### src/rtl/flyby_pkg.sv
package flyby_pkg;

  // Decoded pulses presented at the block boundary
  typedef struct packed {
    logic regRd;
    logic regWr;
    logic pixPush;
    logic pixPop;
    logic cbPush;
    logic cbPop;
  } accessStb_t;

  // Strobes from control to the level-tracking datapath
  typedef struct packed {
    logic hostPush;
    logic hostPop;
  } fifoStb_t;

  // Fly-by route selected by {modeDecode, stateUnload}
  typedef enum logic [1:0] {
    RT_ENC_LOAD   = 2'b00,
    RT_ENC_UNLOAD = 2'b01,
    RT_DEC_LOAD   = 2'b10,
    RT_DEC_UNLOAD = 2'b11
  } flyRoute_e;

endpackage

### src/rtl/flyby_strobe_ctrl.sv
module flyby_strobe_ctrl
  import flyby_pkg::*;
#(
  parameter int SYNC_STAGES = 2
) (
  input  logic       clk,
  input  logic       rstN,
  input  logic       chipSel,
  input  logic       dmaAck,
  input  logic       rdStb,
  input  logic       wrStb,
  input  logic       modeDecode,
  input  logic       stateUnload,
  output accessStb_t accStb,
  output fifoStb_t   fifoStb
);

  localparam int LINES = 4;
  localparam int TAP   = SYNC_STAGES - 1;

  logic [LINES-1:0] rawBus;
  logic [LINES-1:0] syncPipe [SYNC_STAGES];
  logic             rdNow, wrNow, csNow, ackNow;
  logic             rdLast, wrLast;
  logic             rdEdge, wrEdge;
  flyRoute_e        route;

  assign rawBus = {dmaAck, chipSel, wrStb, rdStb};

  // Synchronizer chain, one register rank per stage
  for (genvar g = 0; g < SYNC_STAGES; g++) begin : g_sync
    if (g == 0) begin : g_first
      always_ff @(posedge clk or negedge rstN) begin
        if (!rstN) syncPipe[g] <= '0;
        else       syncPipe[g] <= rawBus;
      end
    end else begin : g_next
      always_ff @(posedge clk or negedge rstN) begin
        if (!rstN) syncPipe[g] <= '0;
        else       syncPipe[g] <= syncPipe[g-1];
      end
    end
  end

  assign rdNow  = syncPipe[TAP][0];
  assign wrNow  = syncPipe[TAP][1];
  assign csNow  = syncPipe[TAP][2];
  assign ackNow = syncPipe[TAP][3];

  always_ff @(posedge clk or negedge rstN) begin
    if (!rstN) begin
      rdLast <= 1'b0;
      wrLast <= 1'b0;
    end else begin
      rdLast <= rdNow;
      wrLast <= wrNow;
    end
  end

  assign rdEdge = rdNow & ~rdLast;
  assign wrEdge = wrNow & ~wrLast;
  assign route  = flyRoute_e'({modeDecode, stateUnload});

  always_comb begin
    accStb = '0;
    if (ackNow) begin
      // Fly-by: acknowledge acts as select, strobes are reinterpreted
      unique case (route)
        RT_ENC_LOAD:   accStb.pixPush = rdEdge;
        RT_ENC_UNLOAD: accStb.cbPop   = wrEdge;
        RT_DEC_LOAD:   accStb.cbPush  = rdEdge;
        RT_DEC_UNLOAD: accStb.pixPop  = wrEdge;
        default:       accStb = '0;
      endcase
    end else if (csNow) begin
      accStb.regRd = rdEdge;
      accStb.regWr = wrEdge & ~rdEdge;
    end
  end

  assign fifoStb.hostPush = accStb.pixPush | accStb.cbPush;
  assign fifoStb.hostPop  = accStb.pixPop  | accStb.cbPop;

endmodule

### src/rtl/flyby_level_track.sv
module flyby_level_track
  import flyby_pkg::*;
#(
  parameter int DEPTH = 128,
  parameter int LVL_W = $clog2(DEPTH + 1)
) (
  input  logic             clk,
  input  logic             rstN,
  input  fifoStb_t         fifoStb,
  input  logic             stateUnload,
  input  logic             coreGive,
  input  logic             coreTake,
  output logic [LVL_W-1:0] level,
  output logic             dmaReq,
  output logic             errFlag
);

  localparam logic [LVL_W-1:0] FULL_LVL = LVL_W'(DEPTH);

  logic pushReq, popReq, isFull, isEmpty, pushOk, popOk, dropped;

  // One push source and one pop source per load state
  assign pushReq = stateUnload ? coreGive        : fifoStb.hostPush;
  assign popReq  = stateUnload ? fifoStb.hostPop : coreTake;

  assign isFull  = (level == FULL_LVL);
  assign isEmpty = (level == '0);
  assign pushOk  = pushReq & ~isFull;
  assign popOk   = popReq  & ~isEmpty;
  assign dropped = (pushReq & isFull) | (popReq & isEmpty);

  always_ff @(posedge clk or negedge rstN) begin
    if (!rstN) begin
      level   <= '0;
      errFlag <= 1'b0;
    end else begin
      if (pushOk && !popOk)      level <= level + 1'b1;
      else if (popOk && !pushOk) level <= level - 1'b1;
      if (dropped) errFlag <= 1'b1;
    end
  end

  assign dmaReq = stateUnload ? ~isEmpty : ~isFull;

endmodule

### src/rtl/flyby_access_decoder.sv
module flyby_access_decoder
  import flyby_pkg::*;
#(
  parameter int DEPTH       = 128,
  parameter int SYNC_STAGES = 2
) (
  input  logic                         clk,
  input  logic                         rstN,
  input  logic                         chipSel,
  input  logic                         dmaAck,
  input  logic                         rdStb,
  input  logic                         wrStb,
  input  logic                         modeDecode,
  input  logic                         stateUnload,
  input  logic                         coreGive,
  input  logic                         coreTake,
  output logic                         dmaReq,
  output logic                         regRd,
  output logic                         regWr,
  output logic                         pixPush,
  output logic                         pixPop,
  output logic                         cbPush,
  output logic                         cbPop,
  output logic [$clog2(DEPTH+1)-1:0]   fifoLevel,
  output logic                         fifoErr
);

  localparam int LVL_W = $clog2(DEPTH + 1);

  accessStb_t accStb;
  fifoStb_t   fifoStb;

  flyby_strobe_ctrl #(.SYNC_STAGES(SYNC_STAGES)) u_ctrl (
    .clk(clk), .rstN(rstN), .chipSel(chipSel), .dmaAck(dmaAck),
    .rdStb(rdStb), .wrStb(wrStb), .modeDecode(modeDecode),
    .stateUnload(stateUnload), .accStb(accStb), .fifoStb(fifoStb)
  );

  flyby_level_track #(.DEPTH(DEPTH), .LVL_W(LVL_W)) u_track (
    .clk(clk), .rstN(rstN), .fifoStb(fifoStb), .stateUnload(stateUnload),
    .coreGive(coreGive), .coreTake(coreTake), .level(fifoLevel),
    .dmaReq(dmaReq), .errFlag(fifoErr)
  );

  assign regRd   = accStb.regRd;
  assign regWr   = accStb.regWr;
  assign pixPush = accStb.pixPush;
  assign pixPop  = accStb.pixPop;
  assign cbPush  = accStb.cbPush;
  assign cbPop   = accStb.cbPop;

endmodule

### config.mk
export PLATFORM = sky130hd
export DESIGN_NAME = flyby_access_decoder
export DESIGN_NICKNAME = d
export VERILOG_FILES = /design/src/rtl/flyby_pkg.sv /design/src/rtl/flyby_strobe_ctrl.sv /design/src/rtl/flyby_level_track.sv /design/src/rtl/flyby_access_decoder.sv
export SDC_FILE = /design/constraint.sdc
export NUM_CORES = 1
export LEC_CHECK = 0
export ABC_CLOCK_PERIOD_IN_PS = 4270
export CAP_MARGIN = 20
export CORE_ASPECT_RATIO = 0.75
export CORE_MARGIN = 4
export CORE_UTILIZATION = 45
export CTS_CLUSTER_DIAMETER = 60
export CTS_CLUSTER_SIZE = 20
export DETAILED_ROUTE_END_ITERATION = 16
export DONT_BUFFER_PORTS = 1
export GPL_TIMING_DRIVEN = 0
export SLEW_MARGIN = 20
export SYNTH_ARGS = -nofsm -noshare
export SYNTH_HDL_FRONTEND = slang
export SYNTH_SLANG_ARGS = --single-unit
### constraint.sdc
create_clock -name clk -period 4.27 [get_ports clk]
set_input_delay 0.854 -clock clk [delete_from_list [all_inputs] [get_ports clk]]
set_output_delay 0.854 -clock clk [all_outputs]
set_load 0.1 [all_outputs]
==> out/results.tsv, run 1 <==
metric	value	unit
max_freq	0.260	GHz
ant_nets	0	
cts_buffers	3	
avgSynthCellArea	10.1	µm²
fin_setup_tns	0	ps
yosysSeqAreaShare	0.465	
cp.arrival	4040	ps
path_class	flop to flop	
wl_per_cell	14.3	µm
yosysTopAreaCell	dfrtp_1	
antenna_cells	0	
critPathCaptureType	flop	
grt_first_pass_wirelength	3.33	mm
drive_above_1_share	0.168	
clk_pin_slew	100	ps
antenna_found_initial	0	
syn_nets	119	
critPathLaunchType	flop	
grt_overflow_total	0	
fin_area	1140	µm²
netlist_top_cells_count	dfrtp_1 (19), o21ai_0 (11), nand2_1 (10), a21oi_1 (9), ha_1 (7)	
layout.nets	126	
synth_seq_cells	19	
min_period	3850	ps
cpPeakStageDelay	630	ps
ioPinCount	26	
fp.dieW	63.1	µm
cts_tree	built	
synth_edf_count	0	
rsz0062_at_grt	false	
initial_core_util	0.491	
min_path_type	primary input to async pin	
clock_sinks	19	
holdBufCountCts	0	
port_buffers	0	
cts_max_level	1	
syn_area	1020	µm²
cap_viol_max_count	0	
finalCritPeriodShare	0.902	
yosys.cell_types.count	30	
grt_pass1_vias	713	
crit_chain	or4_1 -> nor4_2 -> inv_1 -> o21ai_0 -> ha_1 -> inv_1 -> ha_1 -> o21ai_0 -> nor3_2 -> a211oi_1 -> xnor2_1 -> a32o_1	
synth_ff_type	dfrtp_1	
postCtsResizedCells	0	
grt_use_total	0.140	
r2r_setup_slack	420	ps
path_max_fanout	8	
synth_area_leaders	dfrtp_1 (46%), ha_1 (8.6%), o21ai_0 (5.4%)	
finalSetupViolCount	0	
synth-warning-count	0	
wl	1.87	mm
cts_root_buf	clkbuf_4	
synth_cells	101	
skew	2.86	ps
status	complete, no violations	
critical_path_buf_inv_count	2	
cp.required	4460	ps
post-cts-setup-buffers	0	
placementRows	14	
critPathTopFamily	simple AND/OR/NAND/NOR gates	
slew_viol_final	0	
post-dp-hpwl	1.53	mm
synth_most_common_cell	dfrtp_1	
r2r_start	u_track.level[2]	
place_area	1110	µm²
insertion_delay	290	ps
core-area	2080	µm²
place.gp.congestion	0.813	
vias_per_cell	5.57	
maxSlewHeadroom	0.263	
startpoint	u_track.level[2]	
die-area	3110	µm²
die_h	49.3	µm
num_vias	730	
max_slew.worst_pin.slew	1100	ps
first_pass_iters	4	
cts.path.max_buffers	2	
drc	0	
synthArstFlopShare	1.00	
hold_viol	0	
synthToLayoutAreaGrowth	11.7	%
worst_path_max_delay_cell	dfrtp_2	
grt_max_degree	20	
synth_top_area_frac	0.465	
drtIter0Drc	34	
## routing by layer
metal,up-vias,GRT usage,wire length (µm)
met5,-,0,0
met4,0,0.0659,31
met3,4,0.0507,137
met2,28,0.187,763
met1,333,0.199,940
li1,365,-,-
## final cells by class
type                            instances  area (µm²)
Buffer                                  2        7.51
Inverter                                6        22.5
Tap cell                               24        30.0
Fill cell                             179         941
Multi-Input combinational cell         74         543
Clock buffer                            3        22.5
Timing Repair Buffer                    2        30.0
Clock inverter                          1        7.51
Sequential cell                        19         480
## cells by family (layout without fill, tap and decap cells)
group | after synthesis | in the layout | synth area share
muxes | 1 | 1 | 0.0110
AOI/OAI and AO/OA | 27 | 27 | 0.158
xor gates and xnor gates | 8 | 8 | 0.0685
buffers and inverters | 8 | 14 | 0.0293
and+or+nand+nor | 30 | 30 | 0.164
DFF | 19 | 19 | 0.465
adders and majority gates | 8 | 8 | 0.105
## state kept, by name (all words and copies together) (netlist names)
name and flops:
u_ctrl.csNow 1, u_track.errFlag 1, u_track.level 8, u_ctrl.rdNow 1
u_ctrl.ackNow 1, u_ctrl.rdLast 1, u_ctrl.wrLast 1, u_ctrl.syncPipe 5
## stage by stage
stage | hold WS [ps] | utilization | setup WS [ps] | std cells
2_1_floorplan | 331 | - | 661 | 101
4_1_cts | 221 | 0.546 | 217 | 131
5_1_grt | 200 | 0.549 | 88.9 | 131
6_report | 240 | 0.549 | 420 | 131
3_5_place_dp | 337 | 0.532 | 236 | 127
3_3_place_gp | 337 | 0.508 | 327 | 125
## worst reg2reg max path, stage by stage, from the launching register on
cell and delay (ps):
dfrtp_2 630, or4_1 620, nor4_2 350, inv_1 80, o21ai_0 170, ha_1 260
inv_1 200, ha_1 390, o21ai_0 310, nor3_2 90, a211oi_1 330, xnor2_1 100
a32o_1 220
## placed cells by master (no fill, tap or decap), types with 2 or more instances in the layout
master,instances
dfrtp_1,15
o21ai_0,11
nand2_1,10
a21oi_1,9
ha_1,7
inv_1,6
xnor2_1,5
dfrtp_2,4
and2_1,3
xor2_1,3
nor2_1,3
clkbuf_4,3
clkbuf_1,2
nor2_2,2
a21o_1,2
nor3_1,2
buf_8,2
## worst paths after layout
kind	endpoint	cells past startpoint
worst max-delay path	u_track.level[7]	12
worst min-delay path	u_track.level[2]	0
worst max register to register	u_track.level[7]	12
worst min register to register	u_ctrl.rdNow	0
max in group asynchronous	u_track.level[5]	0
min in group clk	u_ctrl.rdNow	0
Power of run 1 is not shown: default switching activity piles up to over one toggle a cycle in this logic, so the estimate is an artifact.
==> inputs of run 2 (changes only) <==
--- a/config.mk
+++ b/config.mk
@@ -5,8 +5,9 @@
 export SDC_FILE = /design/constraint.sdc
 export NUM_CORES = 1
 export LEC_CHECK = 0
-export ABC_CLOCK_PERIOD_IN_PS = 4270
 export CAP_MARGIN = 20
+export CELL_PAD_IN_SITES_DETAIL_PLACEMENT = 1
+export CELL_PAD_IN_SITES_GLOBAL_PLACEMENT = 1
 export CORE_ASPECT_RATIO = 0.75
 export CORE_MARGIN = 4
 export CORE_UTILIZATION = 45
@@ -15,6 +16,7 @@
 export DETAILED_ROUTE_END_ITERATION = 16
 export DONT_BUFFER_PORTS = 1
 export GPL_TIMING_DRIVEN = 0
+export PLACE_DENSITY_LB_ADDON = 0.1
 export SLEW_MARGIN = 20
 export SYNTH_ARGS = -nofsm -noshare
 export SYNTH_HDL_FRONTEND = slang
==> out/results.tsv, run 2 (synthesis results as in run 1) <==
metric	value	unit	change
place.gp.congestion	0.789		was 0.813
wl	2.18	mm	was 1.87 mm
skew	1.02	ps	was 2.86 ps
place_area	1110	µm²	unchanged
holdBufCountCts	0		unchanged
largest_reg_flops	8		unchanged
die-area	3110	µm²	unchanged
cts.path.max_buffers	2		unchanged
status	complete, no violations		unchanged
critPathLaunchType	flop		unchanged
cts_buffers	3		unchanged
synthToLayoutAreaGrowth	11.7	%	unchanged
insertion_delay	290	ps	about the same
antenna_cells	0		unchanged
num_vias	747		was 730
cts_tree	built		unchanged
initial_core_util	0.491		unchanged
cp.arrival	4130	ps	was 4040 ps
final_cell_mix	dfrtp_1 (15), o21ai_0 (11), nand2_1 (10)		unchanged
hold_viol	0		unchanged
grt_overflow_total	0		unchanged
cp.required	4470	ps	was 4460 ps
max_freq	0.254	GHz	was 0.260 GHz
fin_setup_tns	0	ps	unchanged
drtIter0Drc	36		was 34
fin_area	1140	µm²	unchanged
first_pass_iters	4		unchanged
r2r_setup_slack	330	ps	was 420 ps
clk_pin_slew	110	ps	was 100 ps
cap_viol_max_count	0		unchanged
min_path_type	primary input to async pin		unchanged
ant_nets	0		unchanged
rsz0062_at_grt	false		unchanged
critPathCaptureType	flop		unchanged
cts_max_level	1		unchanged
vias_per_cell	5.70		was 5.57
grt_first_pass_wirelength	3.99	mm	was 3.33 mm
die_h	49.3	µm	unchanged
grt_max_degree	20		unchanged
antenna_found_initial	0		unchanged
slew_viol_final	0		unchanged
clock_sinks	19		unchanged
cts_root_buf	clkbuf_4		unchanged
min_period	3940	ps	was 3850 ps
layout.nets	126		unchanged
drc	0		unchanged
final_common_cell	dfrtp_1		unchanged
wl_per_cell	16.6	µm	was 14.3 µm
core-area	2080	µm²	unchanged
drive_above_1_share	0.168		unchanged
path_class	flop to flop		unchanged
maxSlewHeadroom	0.252		was 0.263
crit_chain	or4_1 -> nor4_2 -> inv_1 -> o21ai_0 -> ha_1 -> inv_1 -> ha_1 -> nand2_1 -> nor3_2 -> nor2_1 -> or3_1 -> a32o_1		was or4_1 -> nor4_2 -> inv_1 -> o21ai_0 -> ha_1 -> inv_1 -> ha_1 -> o21ai_0 -> nor3_2 -> a211oi_1 -> xnor2_1 -> a32o_1
cpPeakStageDelay	640	ps	was 630 ps
ioPinCount	26		unchanged
finalCritPeriodShare	0.922		was 0.902
reg.largest.list	u_track.level x8, u_ctrl.syncPipe x5		unchanged
grt_use_total	0.158		was 0.140
fp.dieW	63.1	µm	unchanged
port_buffers	0		unchanged
path_max_fanout	8		unchanged
finalSetupViolCount	0		unchanged
grt_pass1_vias	831		was 713
placementRows	14		unchanged
top_register	u_track.level		unchanged
worst_path_max_delay_cell	dfrtp_2		unchanged
post-dp-hpwl	1.75	mm	was 1.53 mm
max_slew.worst_pin.slew	1120	ps	was 1100 ps
run 2: critical path: cells and delay by family (launching register included):
| kind | cells | cell delay [ps] |
|---|---|---|
| DFF | 1 | 640 |
| buffers and inverters | 2 | 280 |
| and+or+nand+nor | 6 | 1750 |
| adders and majority gates | 2 | 700 |
| AOI/OAI and AO/OA | 2 | 460 |
run 2: timing repair:
item	in CTS	in global routing
gates resized for setup	0	4
buffers inserted	0	0
setup endpoints to repair	0	2
run 2: per-layer routing:
metal	part of all wire	routed length (µm)	up-vias	track usage
li1	-	-	366	-
met1	0.49	1060	360	0.227
met2	0.46	996	21	0.249
met3	0.055	120	0	0.0415
met4	0	0	0	0.0110
met5	0	0	-	0
run 2: through the flow:
| step | setup WS, ps | hold WS (ps) | std cells | util |
|---|---|---|---|---|
| after floorplan | 661 | 331 | 101 | - |
| after global placement | 310 | 336 | 125 | 0.508 |
| after detailed placement | 103 | 336 | 127 | 0.532 |
| after CTS | 71.2 | 225 | 131 | 0.546 |
| after global routing | 46.0 | 205 | 131 | 0.549 |
| final | 333 | 234 | 131 | 0.549 |
run 2: layout make-up:
cell class,instances,area [µm²]
well taps,24,30.0
multi-input cells,74,543
clock buffers,3,22.5
inverters,6,22.5
fillers,243,941
clock inverters,1,7.51
repair buffers,2,30.0
flip-flops and latches,19,480
plain buffers,2,7.51
run 2: path summary, 6_finish.rpt:
kind / cells past startpoint / start / to
max in group asynchronous: 0 / rstN / u_track.level[2]
max: 12 / u_track.level[2] / u_track.level[7]
min reg2reg: 0 / u_ctrl.syncPipe[5] / u_ctrl.syncPipe[1]
min in group clk: 0 / u_ctrl.syncPipe[5] / u_ctrl.syncPipe[1]
min: 0 / rstN / u_ctrl.syncPipe[6]
max reg2reg: 12 / u_track.level[2] / u_track.level[7]
Power of run 2 is left out for the same reason.
==> inputs of run 3 (changes only) <==
==> constraint.sdc (replaced) <==
create_clock -name clk -period 4.27 [get_ports clk]
set_input_delay 0.2135 -clock clk [delete_from_list [all_inputs] [get_ports clk]]
set_output_delay 0.2135 -clock clk [all_outputs]
set_load 0.1 [all_outputs]
==> out/results.tsv, run 3 (synthesis results as in run 1) <==
metric	value	unit	change
slew_viol_final	0		unchanged
place.gp.congestion	0.778		was 0.789
cts_tree	built		unchanged
vias_per_cell	5.66		was 5.70
die-area	3110	µm²	unchanged
r2r_end	u_track.level[7]		unchanged
fp.dieW	63.1	µm	unchanged
critPathLaunchType	flop		unchanged
path_max_fanout	8		unchanged
first_pass_iters	4		unchanged
min_from	coreGive		
die_h	49.3	µm	unchanged
clock_sinks	19		unchanged
grt_use_total	0.166		was 0.158
path_class	flop to flop		unchanged
finalSetupViolCount	0		unchanged
drive_above_1_share	0.170		was 0.168
critPathCaptureType	flop		unchanged
cap_viol_max_count	0		unchanged
max_slew.worst_pin.slew	1070	ps	was 1120 ps
clk_pin_slew	120	ps	was 110 ps
grt_overflow_total	0		unchanged
cts_buffers	3		unchanged
reg.largest.list	u_track.level x8, u_ctrl.syncPipe x5		unchanged
placed_cells	127		unchanged
cp.arrival	4000	ps	was 4130 ps
fin_cells	136		was 131
status	complete, no violations		unchanged
grt_first_pass_wirelength	4.04	mm	was 3.99 mm
grt_pass1_vias	806		was 831
wl	2.41	mm	was 2.18 mm
fin_setup_tns	0	ps	unchanged
wl_per_cell	17.7	µm	was 16.6 µm
fin_area	1190	µm²	was 1140 µm²
finalCoreUtilization	0.569		was 0.549
min_period	3800	ps	was 3940 ps
top_register	u_track.level		unchanged
grt_max_degree	20		unchanged
min_path_cells	3		
final_cell_mix	dfrtp_1 (14), o21ai_0 (11), nand2_1 (10)		was dfrtp_1 (15), o21ai_0 (11), nand2_1 (10)
largest_reg_flops	8		unchanged
core-area	2080	µm²	unchanged
drtIter0Drc	42		was 36
layout.nets	131		was 126
synthToLayoutAreaGrowth	15.9	%	was 11.7%
antenna_cells	0		unchanged
whs_endpoint	u_track.errFlag		
antenna_found_initial	0		unchanged
final_common_cell	dfrtp_1		unchanged
min_path_type	primary input to flop		was primary input to async pin
insertion_delay	300	ps	was 290 ps
cts_max_level	1		unchanged
cp.required	4470	ps	about the same
finalCritPeriodShare	0.890		was 0.922
rsz0062_at_grt	false		unchanged
drc	0		unchanged
skew	2.48	ps	was 1.02 ps
place_area	1100	µm²	was 1110 µm²
hold_viol	0		unchanged
ant_nets	0		unchanged
cts.path.max_buffers	2		unchanged
r2r_cells	12		unchanged
maxSlewHeadroom	0.289		was 0.252
max_freq	0.263	GHz	was 0.254 GHz
r2r_setup_slack	470	ps	was 330 ps
placementRows	14		unchanged
cts_root_buf	clkbuf_4		unchanged
fillers	224		was 243
r2r_start	u_track.level[2]		unchanged
num_vias	770		was 747
ioPinCount	26		unchanged
port_buffers	0		unchanged
initial_core_util	0.491		unchanged
## run 3: cell types whose count changed in the layout (fill, tap and decap cells not counted)
| cell | previous run | this run |
|---|---|---|
| dlygate4sd3_1 | 0 | 5 |
| dfrtp_1 | 15 | 14 |
| dfrtp_2 | 4 | 5 |
| nor4b_2 | 0 | 1 |
| nor4b_4 | 1 | 0 |
## run 3: stage by stage
step	hold slack [ps]	worst slack, ps
global route	271	124
detailed placement	-81.8	207
global placement	-81.7	307
floorplan	-82.1	425
finish	277	469
CTS	281	174
## run 3: area by class of cell
type                    count  area [µm²]  share of cell area
flip-flops and latches     19         482               0.406
clock inverters             1        7.51             0.00633
plain buffers               2        7.51             0.00633
multi-input cells          74         534               0.450
inverters                   6        22.5              0.0190
repair buffers              7        80.1              0.0675
clock buffers               3        22.5              0.0190
well taps                  24        30.0              0.0253
## run 3: metal layers
layer,vias to the layer above,wire [µm],global-route usage
li1,376,-,-
met1,367,1100,0.220
met2,25,1180,0.280
met3,2,110,0.0323
met4,0,17,0.0330
met5,-,0,0
## run 3: worst max-delay path by stage
stage / startpoint / slack (ps) / to / cells after the start
after floorplan: u_ctrl.rdNow / 420 / regWr / 2
after global placement: u_track.level[2] / 310 / u_track.level[7] / 12
after detailed placement: u_track.level[2] / 210 / u_track.level[7] / 12
after CTS: u_track.level[2] / 170 / u_track.level[7] / 12
after global routing: u_track.level[2] / 120 / u_track.level[7] / 12
final: u_track.level[2] / 470 / u_track.level[7] / 12
## run 3: worst max-delay path, cell delays in order, from the launching register on
cell and delay, ps:
dfrtp_2 640, or4_1 620, nor4_2 310, inv_1 80
o21ai_0 150, ha_1 250, inv_1 210, ha_1 430
nand2_1 90, nor3_2 210, nor2_1 90, or3_1 370
a32o_1 260
## run 3: repair_timing
action	CTS	global route
endpoints found under the hold margin	23	0
setup endpoints to repair	0	1
hold buffers	5	0
resized for setup	0	4
buffers inserted	0	0
Power of run 3 is left out for the same reason.
